## config.mk

```make
export PLATFORM = sky130hd
export DESIGN_NAME = adc_seq_host
export DESIGN_NICKNAME = d
export VERILOG_FILES = /design/src/rtl/adc_seq_pkg.sv /design/src/rtl/adc_seq_timer.sv /design/src/rtl/adc_spi_xfer.sv /design/src/rtl/adc_seq_host.sv
export SDC_FILE = /design/constraint.sdc
export NUM_CORES = 1
export LEC_CHECK = 0
export BUFFER_PORTS_ARGS = -buffer_cell sky130_fd_sc_hd__buf_4
export CORE_ASPECT_RATIO = 1.5
export CORE_MARGIN = 4
export CORE_UTILIZATION = 50
export DETAILED_ROUTE_END_ITERATION = 7
export PLACE_DENSITY = 0.8
export RECOVER_POWER = 25
export SYNTH_ARGS = -nofsm -noshare
export SYNTH_HDL_FRONTEND = slang
export SYNTH_SLANG_ARGS = --single-unit
```

## constraint.sdc

```tcl
create_clock -name clk -period 3 [get_ports clk]
set_input_delay 0.3 -clock clk [delete_from_list [all_inputs] [get_ports clk]]
set_output_delay 0.3 -clock clk [all_outputs]
set_load 0.1 [all_outputs]
```

## src/rtl/adc_seq_pkg.sv

```systemverilog
package adc_seq_pkg;

    typedef enum logic [2:0] {
        S_IDLE,
        S_CFG_PULSE,
        S_CFG_FRAME,
        S_PWR_WAIT,
        S_CNV_PULSE,
        S_CNV_WAIT,
        S_RD_FRAME
    } seq_state_e;

endpackage

```

## src/rtl/adc_seq_timer.sv

```systemverilog
module adc_seq_timer #(
    parameter int unsigned CNT_W = 8
) (
    input  logic             clk,
    input  logic             rst_n,
    input  logic             load,
    input  logic [CNT_W-1:0] value,
    output logic             expired
);
    logic [CNT_W-1:0] cnt_d, cnt_q;

    always_comb begin
        cnt_d = cnt_q;
        if (load) begin
            cnt_d = value;
        end else if (cnt_q != '0) begin
            cnt_d = cnt_q - 1'b1;
        end
    end

    always_ff @(posedge clk) begin
        if (!rst_n) cnt_q <= '0;
        else        cnt_q <= cnt_d;
    end

    assign expired = (cnt_q == '0);

endmodule

```

## src/rtl/adc_spi_xfer.sv

```systemverilog
module adc_spi_xfer #(
    parameter int unsigned W    = 16,
    parameter int unsigned HALF = 2
) (
    input  logic         clk,
    input  logic         rst_n,
    input  logic         go,
    input  logic [W-1:0] tx,
    input  logic         miso,
    output logic         sclk,
    output logic         mosi,
    output logic [W-1:0] rx,
    output logic         done,
    output logic         active
);
    localparam int unsigned DIV_W = $clog2(HALF + 1);
    localparam int unsigned BIT_W = $clog2(W);

    typedef struct packed {
        logic             act;
        logic             sclk;
        logic             done;
        logic [DIV_W-1:0] cnt;
        logic [BIT_W-1:0] bitc;
        logic [W-1:0]     sh;
        logic [W-1:0]     rx;
    } spi_r_t;

    spi_r_t r_d, r_q;

    always_comb begin
        r_d      = r_q;
        r_d.done = 1'b0;
        if (!r_q.act) begin
            if (go) begin
                r_d.act  = 1'b1;
                r_d.sclk = 1'b0;
                r_d.cnt  = '0;
                r_d.bitc = '0;
                r_d.sh   = tx;
            end
        end else if (r_q.cnt == DIV_W'(HALF - 1)) begin
            r_d.cnt  = '0;
            r_d.sclk = !r_q.sclk;
            if (!r_q.sclk) begin
                r_d.rx = {r_q.rx[W-2:0], miso};
            end else if (r_q.bitc == BIT_W'(W - 1)) begin
                r_d.act  = 1'b0;
                r_d.done = 1'b1;
            end else begin
                r_d.bitc = r_q.bitc + 1'b1;
                r_d.sh   = {r_q.sh[W-2:0], 1'b0};
            end
        end else begin
            r_d.cnt = r_q.cnt + 1'b1;
        end
    end

    always_ff @(posedge clk) begin
        if (!rst_n) r_q <= '0;
        else        r_q <= r_d;
    end

    assign sclk   = r_q.sclk;
    assign mosi   = r_q.sh[W-1];
    assign rx     = r_q.rx;
    assign done   = r_q.done;
    assign active = r_q.act;

    // serial clock rests low outside a frame
    assert_sclk_idle_R11: assert property (@(posedge clk) disable iff (!rst_n)
        !active |-> !sclk);

    // mosi only changes on a falling serial edge or at frame start
    assert_mosi_stable_R2: assert property (@(posedge clk) disable iff (!rst_n)
        (active && $past(active) && !$fell(sclk)) |-> $stable(mosi));

endmodule

```

## src/rtl/adc_seq_host.sv

```systemverilog
module adc_seq_host
    import adc_seq_pkg::*;
#(
    parameter int unsigned FRAME_W   = 16,
    parameter int unsigned CODE_W    = 10,
    parameter int unsigned SCLK_HALF = 2,
    parameter int unsigned PULSE_CYC = 4,
    parameter int unsigned PWRUP_CYC = 150,
    parameter int unsigned CONV_CYC  = 230
) (
    input  logic              clk,
    input  logic              rst_n,
    input  logic              start,
    input  logic              keep_awake,
    input  logic [FRAME_W-1:0] cfg_word,
    input  logic [FRAME_W-1:0] ctrl_word,
    input  logic              spi_miso,
    output logic              cnv_n,
    output logic              spi_sclk,
    output logic              spi_mosi,
    output logic              busy,
    output logic [CODE_W-1:0] res_code,
    output logic              res_valid
);
    localparam int unsigned TMR_W = $clog2(PWRUP_CYC + CONV_CYC + PULSE_CYC + 1);

    typedef struct packed {
        seq_state_e         st;
        logic               conv;
        logic               go;
        logic               valid;
        logic               cfg_done;
        logic               mode;
        logic [FRAME_W-1:0] cfg_w;
        logic [FRAME_W-1:0] ctl_w;
        logic [CODE_W-1:0]  res;
    } seq_r_t;

    seq_r_t r_d, r_q;

    logic              tmr_load;
    logic [TMR_W-1:0]  tmr_val;
    logic              tmr_expired;
    logic [FRAME_W-1:0] spi_tx;
    logic [FRAME_W-1:0] spi_rx;
    logic              spi_done;
    logic              spi_active;

    adc_seq_timer #(.CNT_W(TMR_W)) u_timer (
        .clk     (clk),
        .rst_n   (rst_n),
        .load    (tmr_load),
        .value   (tmr_val),
        .expired (tmr_expired)
    );

    assign spi_tx = (r_q.st == S_CFG_FRAME) ? r_q.cfg_w : r_q.ctl_w;

    adc_spi_xfer #(.W(FRAME_W), .HALF(SCLK_HALF)) u_spi (
        .clk    (clk),
        .rst_n  (rst_n),
        .go     (r_q.go),
        .tx     (spi_tx),
        .miso   (spi_miso),
        .sclk   (spi_sclk),
        .mosi   (spi_mosi),
        .rx     (spi_rx),
        .done   (spi_done),
        .active (spi_active)
    );

    always_comb begin
        r_d       = r_q;
        r_d.valid = 1'b0;
        r_d.go    = 1'b0;
        tmr_load  = 1'b0;
        tmr_val   = '0;
        unique case (r_q.st)
            S_IDLE: begin
                r_d.conv = keep_awake;
                if (start) begin
                    r_d.cfg_w = cfg_word;
                    r_d.ctl_w = ctrl_word;
                    r_d.mode  = keep_awake;
                    r_d.conv  = !keep_awake;
                    r_d.st    = r_q.cfg_done ? S_CNV_PULSE : S_CFG_PULSE;
                    tmr_load  = 1'b1;
                    tmr_val   = TMR_W'(PULSE_CYC - 1);
                end
            end
            S_CFG_PULSE: begin
                if (tmr_expired) begin
                    r_d.conv = r_q.mode;
                    r_d.go   = 1'b1;
                    r_d.st   = S_CFG_FRAME;
                end
            end
            S_CFG_FRAME: begin
                if (spi_done) begin
                    r_d.cfg_done = 1'b1;
                    r_d.st       = S_PWR_WAIT;
                    tmr_load     = 1'b1;
                    tmr_val      = TMR_W'(PWRUP_CYC - 1);
                end
            end
            S_PWR_WAIT: begin
                if (tmr_expired) begin
                    r_d.conv = !r_q.mode;
                    r_d.st   = S_CNV_PULSE;
                    tmr_load = 1'b1;
                    tmr_val  = TMR_W'(PULSE_CYC - 1);
                end
            end
            S_CNV_PULSE: begin
                if (tmr_expired) begin
                    r_d.conv = r_q.mode;
                    r_d.st   = S_CNV_WAIT;
                    tmr_load = 1'b1;
                    // falling edge was at pulse start (high rest) or is now (low rest)
                    tmr_val  = r_q.mode ? TMR_W'(CONV_CYC - PULSE_CYC - 1)
                                        : TMR_W'(CONV_CYC - 1);
                end
            end
            S_CNV_WAIT: begin
                if (tmr_expired) begin
                    r_d.go = 1'b1;
                    r_d.st = S_RD_FRAME;
                end
            end
            S_RD_FRAME: begin
                if (spi_done) begin
                    r_d.res   = spi_rx[FRAME_W-1 -: CODE_W];
                    r_d.valid = 1'b1;
                    r_d.st    = S_IDLE;
                end
            end
            default: r_d.st = S_IDLE;
        endcase
    end

    always_ff @(posedge clk) begin
        if (!rst_n) begin
            r_q      <= '0;
            r_q.st   <= S_IDLE;
            r_q.conv <= 1'b1;
            r_q.mode <= 1'b1;
        end else begin
            r_q <= r_d;
        end
    end

    assign cnv_n     = r_q.conv;
    assign busy      = (r_q.st != S_IDLE);
    assign res_code  = r_q.res;
    assign res_valid = r_q.valid;

    // result strobe lasts one cycle
    assert_valid_pulse_R6: assert property (@(posedge clk) disable iff (!rst_n)
        res_valid |=> !res_valid);

    // busy has dropped when the result is presented
    assert_valid_not_busy_R7: assert property (@(posedge clk) disable iff (!rst_n)
        res_valid |-> !busy);

    // configure sequence only runs while unconfigured
    assert_cfg_once_R8: assert property (@(posedge clk) disable iff (!rst_n)
        (r_q.st == S_CFG_PULSE) |-> !r_q.cfg_done);

    // strobe frozen while the serial engine shifts
    assert_conv_frame_stable_R11: assert property (@(posedge clk) disable iff (!rst_n)
        spi_active |-> $stable(cnv_n));

    // result only produced from a read frame
    assert_valid_after_read_R3: assert property (@(posedge clk) disable iff (!rst_n)
        res_valid |-> ($past(r_q.st) == S_RD_FRAME));

endmodule

```

==> results.md <==
- Before CTS, the worst setup slack after placement is 0.748 ns.
- The post-cts hold buffer count is 0.
- After routing, the total negative slack on setup checks comes to 0 ns.
- The critical path contains buffers and inverters numbering 0 combined.
- The die is approximately 120 um tall.
- The clock root buffer master is sky130_fd_sc_hd__clkbuf_16.
- Dividing the synthesized area by the synthesized cell count gives 8.25 um2.
- The max-cap check violation count is 0.
- The number of vias in the routed layout is 3559.
- STA puts the critical path data arrival time at approximately 2.6 ns.
- The critical path startpoint is u_spi.active.
- The detail route stage leaves a number of antenna-violating nets equal to 0.
- The worst hold path startpoint is keep_awake.
- For this block, the initial DRC count from the detailed router was 212.
- The slowest stage of the critical path belongs to the cell sky130_fd_sc_hd__o21ai_0.
- The count of cells along the worst hold path is 3.
- Input and output buffers added on the ports amount to 51.
- Static timing analysis puts the maximum clock frequency at between 400 and 500 MHz.
- Setup violations remaining at the end of the flow were counted as 0.
- The critical path crosses 5 cells after its start point.
- In the routed design, unresolved DRC markers number 0.
- The initial standard-cell utilization of the core is 0.517.
- For this run the aggregate overflow at the end of global routing stands at 0.
- The number of antenna violations at the first check in global routing is 0.
- The flow ran to the end, and the final reports show no timing, DRC or antenna violations.
- The final net count is 592.
- The worst-case IR drop observed on VDD is 434 uV.
- The number of library cell types mapped by synthesis is 48.
- The final count of pins violating max slew is 0.
- In this run the power density over the cells is between 800 and 900 nW/um2.
- TritonCTS built the clock tree.
- Yosys printed 0 warnings.
- The top-level I/O count is 52.
- The first global-routing pass estimated 15.1 mm of wire.
- Of the synthesized area, sequential elements account for 0.458.
- After synthesis, the share of flip-flops with an asynchronous set or reset is 0.
- The number of standard cells after synthesis is 530.
- Counting along the longest clock path gives a buffer depth of 2.
- The share of post-route cells with drive strength above 1 is 0.115.
- On the final layout, the worst hold slack is approximately 0.2 ns.
- The number of global-route vias before repair is 3370.
- In the routed layout, each cell is associated on average with a via count of 5.36.
- The multi-input combinational cells in the finished layout cover a total of 2120 um2.
- The data required time of the worst path is 3.22 ns.
- The number of cell instances on the worst register-to-register path is 5.
- The final critical-path required period is 2.35 ns.
- The count of instances resized after the clock tree is built is 0.
- The startpoint identified for the worst register-to-register timing path is u_spi.active.
- The transition time of the tightest slew-check pin is 1.25 ns.
- The worst pin sits at a relative slew slack of 0.169.
- The weighted congestion at the end of routability-driven global placement is 0.813.
- The cell area after technology mapping is ~4400 um2.
- The worst setup path is launched from a register.
- The setup path with the least slack is of type reg -> reg.
- The reported leakage power is 1.80 nW.
- The hold violation count in the final report is 0.
- The register bit total from synthesis is 100.
- The detailed placement HPWL is 6.25 mm.
- Dividing the detail-routed wire length by the instance count gives 13.5 um.
- Counting every net in the synthesized netlist gives 569.
- Across the whole layout, storage elements account for 2000 um2.
- 0 antenna diodes ended up in the layout.
- In this run the number of H-tree levels came out at 3.
- The clock latency on the worst-skew pair is 0.34 ns.
- Clock tree synthesis inserted a total of 9 buffers.
- Walking the worst path, the cells encountered are nand4b_1 > o21ai_0 > o21ai_0 > a21oi_1 > nor2_1.
- The portion of the clock cycle consumed by the worst path in the final layout is 0.782.
- The number of sinks handled by clock tree synthesis is 100.
- The total die area is 10300 um2.
- The floorplan has 41 rows.
- Entering global routing, the biggest net connects 57 pins.
- The relative area change from synthesis to final layout is 13.4%.
- In this run the horizontal extent of the chip is between 80 and 90 um.
- The most used cell along the critical path is sky130_fd_sc_hd__o21ai_0.
- The family with the most delay on the worst path is compound AO/OA/AOI/OAI gates.
- The main flop type after synthesis is sky130_fd_sc_hd__dfxtp_1.
- In this run the worst path has a maximum fanout of 14.
- The worst hold path belongs to the class in -> reg.
- The clock transition at the registers of the reported paths is 0.06 ns.
- Setup repair after global routing left no endpoint under its margin.
- The global-route total usage across every layer is 0.180.
- Fill cells in the final layout number ~760.
- The final setup slack of the worst path is 0.655 ns.
- The final layout contains routed wiring with a total length of between 8 and 9 mm.
- The core region is 8460 um2.
- The first TritonRoute pass finished after 4 iterations.
- For the final database, setup skew stands at ~0.0047 ns.
- The delay of the slowest critical-path stage is 0.94 ns.
- The worst setup path is captured at a register.
- The number of enable flip-flop cells after synthesis is 0.
- Buffers added to address setup during post-CTS repair amount to 0.
worst min-delay path, stage by stage:
cell	delay [ns]
sky130_fd_sc_hd__buf_4	0.09
sky130_fd_sc_hd__nand2_1	0.04
sky130_fd_sc_hd__o211ai_1	0.07
power breakdown:
group | switching, mW | internal [mW] | total [mW] | leakage [nW]
Combinational | 0.738 | 0.503 | 1.24 | 0.854
Sequential | 0.170 | 1.51 | 1.68 | 0.813
Clock | 0.470 | 0.663 | 1.13 | 0.138
Total | 1.38 | 2.67 | 4.05 | 1.80
cells in the mapped netlist (all sizes together) (3+ instances only):
library cell / number / area share
a21boi: 62 / 0.11
nor3b: 4 / 0.0069
o21a: 3 / 0.0051
nor2b: 16 / 0.023
nand2b: 6 / 0.0086
nand3: 3 / 0.0034
a21oi: 21 / 0.024
o21ai: 19 / 0.022
buf: 13 / 0.022
dfxtp: 100 / 0.46
a221oi: 10 / 0.024
nand4: 3 / 0.0043
xnor2: 3 / 0.0060
clkbuf: 34 / 0.029
and2: 4 / 0.0057
xor2: 4 / 0.0080
nand2: 150 / 0.13
o211ai: 3 / 0.0051
nor3: 4 / 0.0046
mux2i: 10 / 0.023
inv: 7 / 0.0060
nor2: 23 / 0.020
flip-flops by register name, summed over array words and instances, names as in the netlist, 9 cells and up:
register,count
r_q,38
res_code,10
u_spi.r_q,21
u_spi.rx,16
u_timer.cnt_q,9
metrics by stage:
| stage | cells | power (mW) | instance area [um2] | util |
|---|---|---|---|---|
| floorplan | 530 | 2.67 | 4370 | - |
| global placement | 649 | 2.87 | 4730 | 0.559 |
| detailed placement | 649 | 2.94 | 4730 | 0.559 |
| CTS | 664 | 4.08 | 5020 | 0.593 |
| global route | 664 | 4.29 | 4960 | 0.586 |
| finish | 664 | 4.05 | 4960 | 0.586 |
cell families after synthesis:
| group | Yosys count | share of synthesized area |
|---|---|---|
| AOI/OAI and AO/OA | 132 | 0.214 |
| xor gates and xnor gates | 7 | 0.0140 |
| adders and majority gates | 2 | 0.00572 |
| buffers and inverters | 54 | 0.0569 |
| DFF | 100 | 0.458 |
| muxes | 11 | 0.0255 |
| and+or+nand+nor | 224 | 0.226 |
cells in the final DEF (no fill, tap or decap), types with 2 or more instances in the layout:
| master | instances |
|---|---|
| sky130_fd_sc_hd__a221oi_1 | 9 |
| sky130_fd_sc_hd__and2_1 | 3 |
| sky130_fd_sc_hd__a21boi_0 | 60 |
| sky130_fd_sc_hd__clkinvlp_4 | 2 |
| sky130_fd_sc_hd__inv_1 | 7 |
| sky130_fd_sc_hd__o21a_1 | 3 |
| sky130_fd_sc_hd__nand3_1 | 3 |
| sky130_fd_sc_hd__o2111a_1 | 2 |
| sky130_fd_sc_hd__buf_4 | 43 |
| sky130_fd_sc_hd__nand2b_1 | 6 |
| sky130_fd_sc_hd__xnor2_1 | 3 |
| sky130_fd_sc_hd__a31oi_1 | 2 |
| sky130_fd_sc_hd__or4_4 | 2 |
| sky130_fd_sc_hd__a211oi_1 | 2 |
| sky130_fd_sc_hd__o21ai_0 | 18 |
| sky130_fd_sc_hd__o31ai_1 | 2 |
| sky130_fd_sc_hd__xor2_1 | 4 |
| sky130_fd_sc_hd__nand4_1 | 3 |
| sky130_fd_sc_hd__nand3b_1 | 2 |
| sky130_fd_sc_hd__and3_1 | 2 |
| sky130_fd_sc_hd__nand2_1 | 150 |
| sky130_fd_sc_hd__nor2b_1 | 16 |
| sky130_fd_sc_hd__a21oi_1 | 21 |
| sky130_fd_sc_hd__nor3_1 | 4 |
| sky130_fd_sc_hd__nor3b_1 | 4 |
| sky130_fd_sc_hd__o211ai_1 | 3 |
| sky130_fd_sc_hd__dfxtp_1 | 100 |
| sky130_fd_sc_hd__clkbuf_16 | 9 |
| sky130_fd_sc_hd__nor2_1 | 23 |
| sky130_fd_sc_hd__ha_1 | 2 |
| sky130_fd_sc_hd__clkbuf_1 | 17 |
| sky130_fd_sc_hd__mux2i_1 | 10 |
| sky130_fd_sc_hd__a21boi_1 | 2 |
final cells by class:
class / count / area share
Multi-Input combinational cell: 376 / 0.428
Inverter: 7 / 0.00530
Timing Repair Buffer: 59 / 0.0772
Clock buffer: 11 / 0.0489
Sequential cell: 100 / 0.404
Clock inverter: 4 / 0.0101
Tap cell: 107 / 0.0270
metal layers:
| layer | track usage | routed length, um | vias to the layer above |
|---|---|---|---|
| met1 | 0.203 | 3750 | 1649 |
| met2 | 0.322 | 4600 | 74 |
| li1 | - | - | 1813 |
| met4 | 0.0861 | 263 | 0 |
| met3 | 0.0363 | 375 | 23 |
| met5 | 0 | 0 | - |
path summary, 6_finish.rpt:
check / end / slack (ns)
setup / recovery: u_spi.r_q[19] / 0.65
hold / removal: r_q[42] / 0.20
setup reg to reg: u_spi.r_q[19] / 0.65
hold reg to reg: res_code[6] / 0.46
Note: power is estimated with default switching activity, not from simulation.
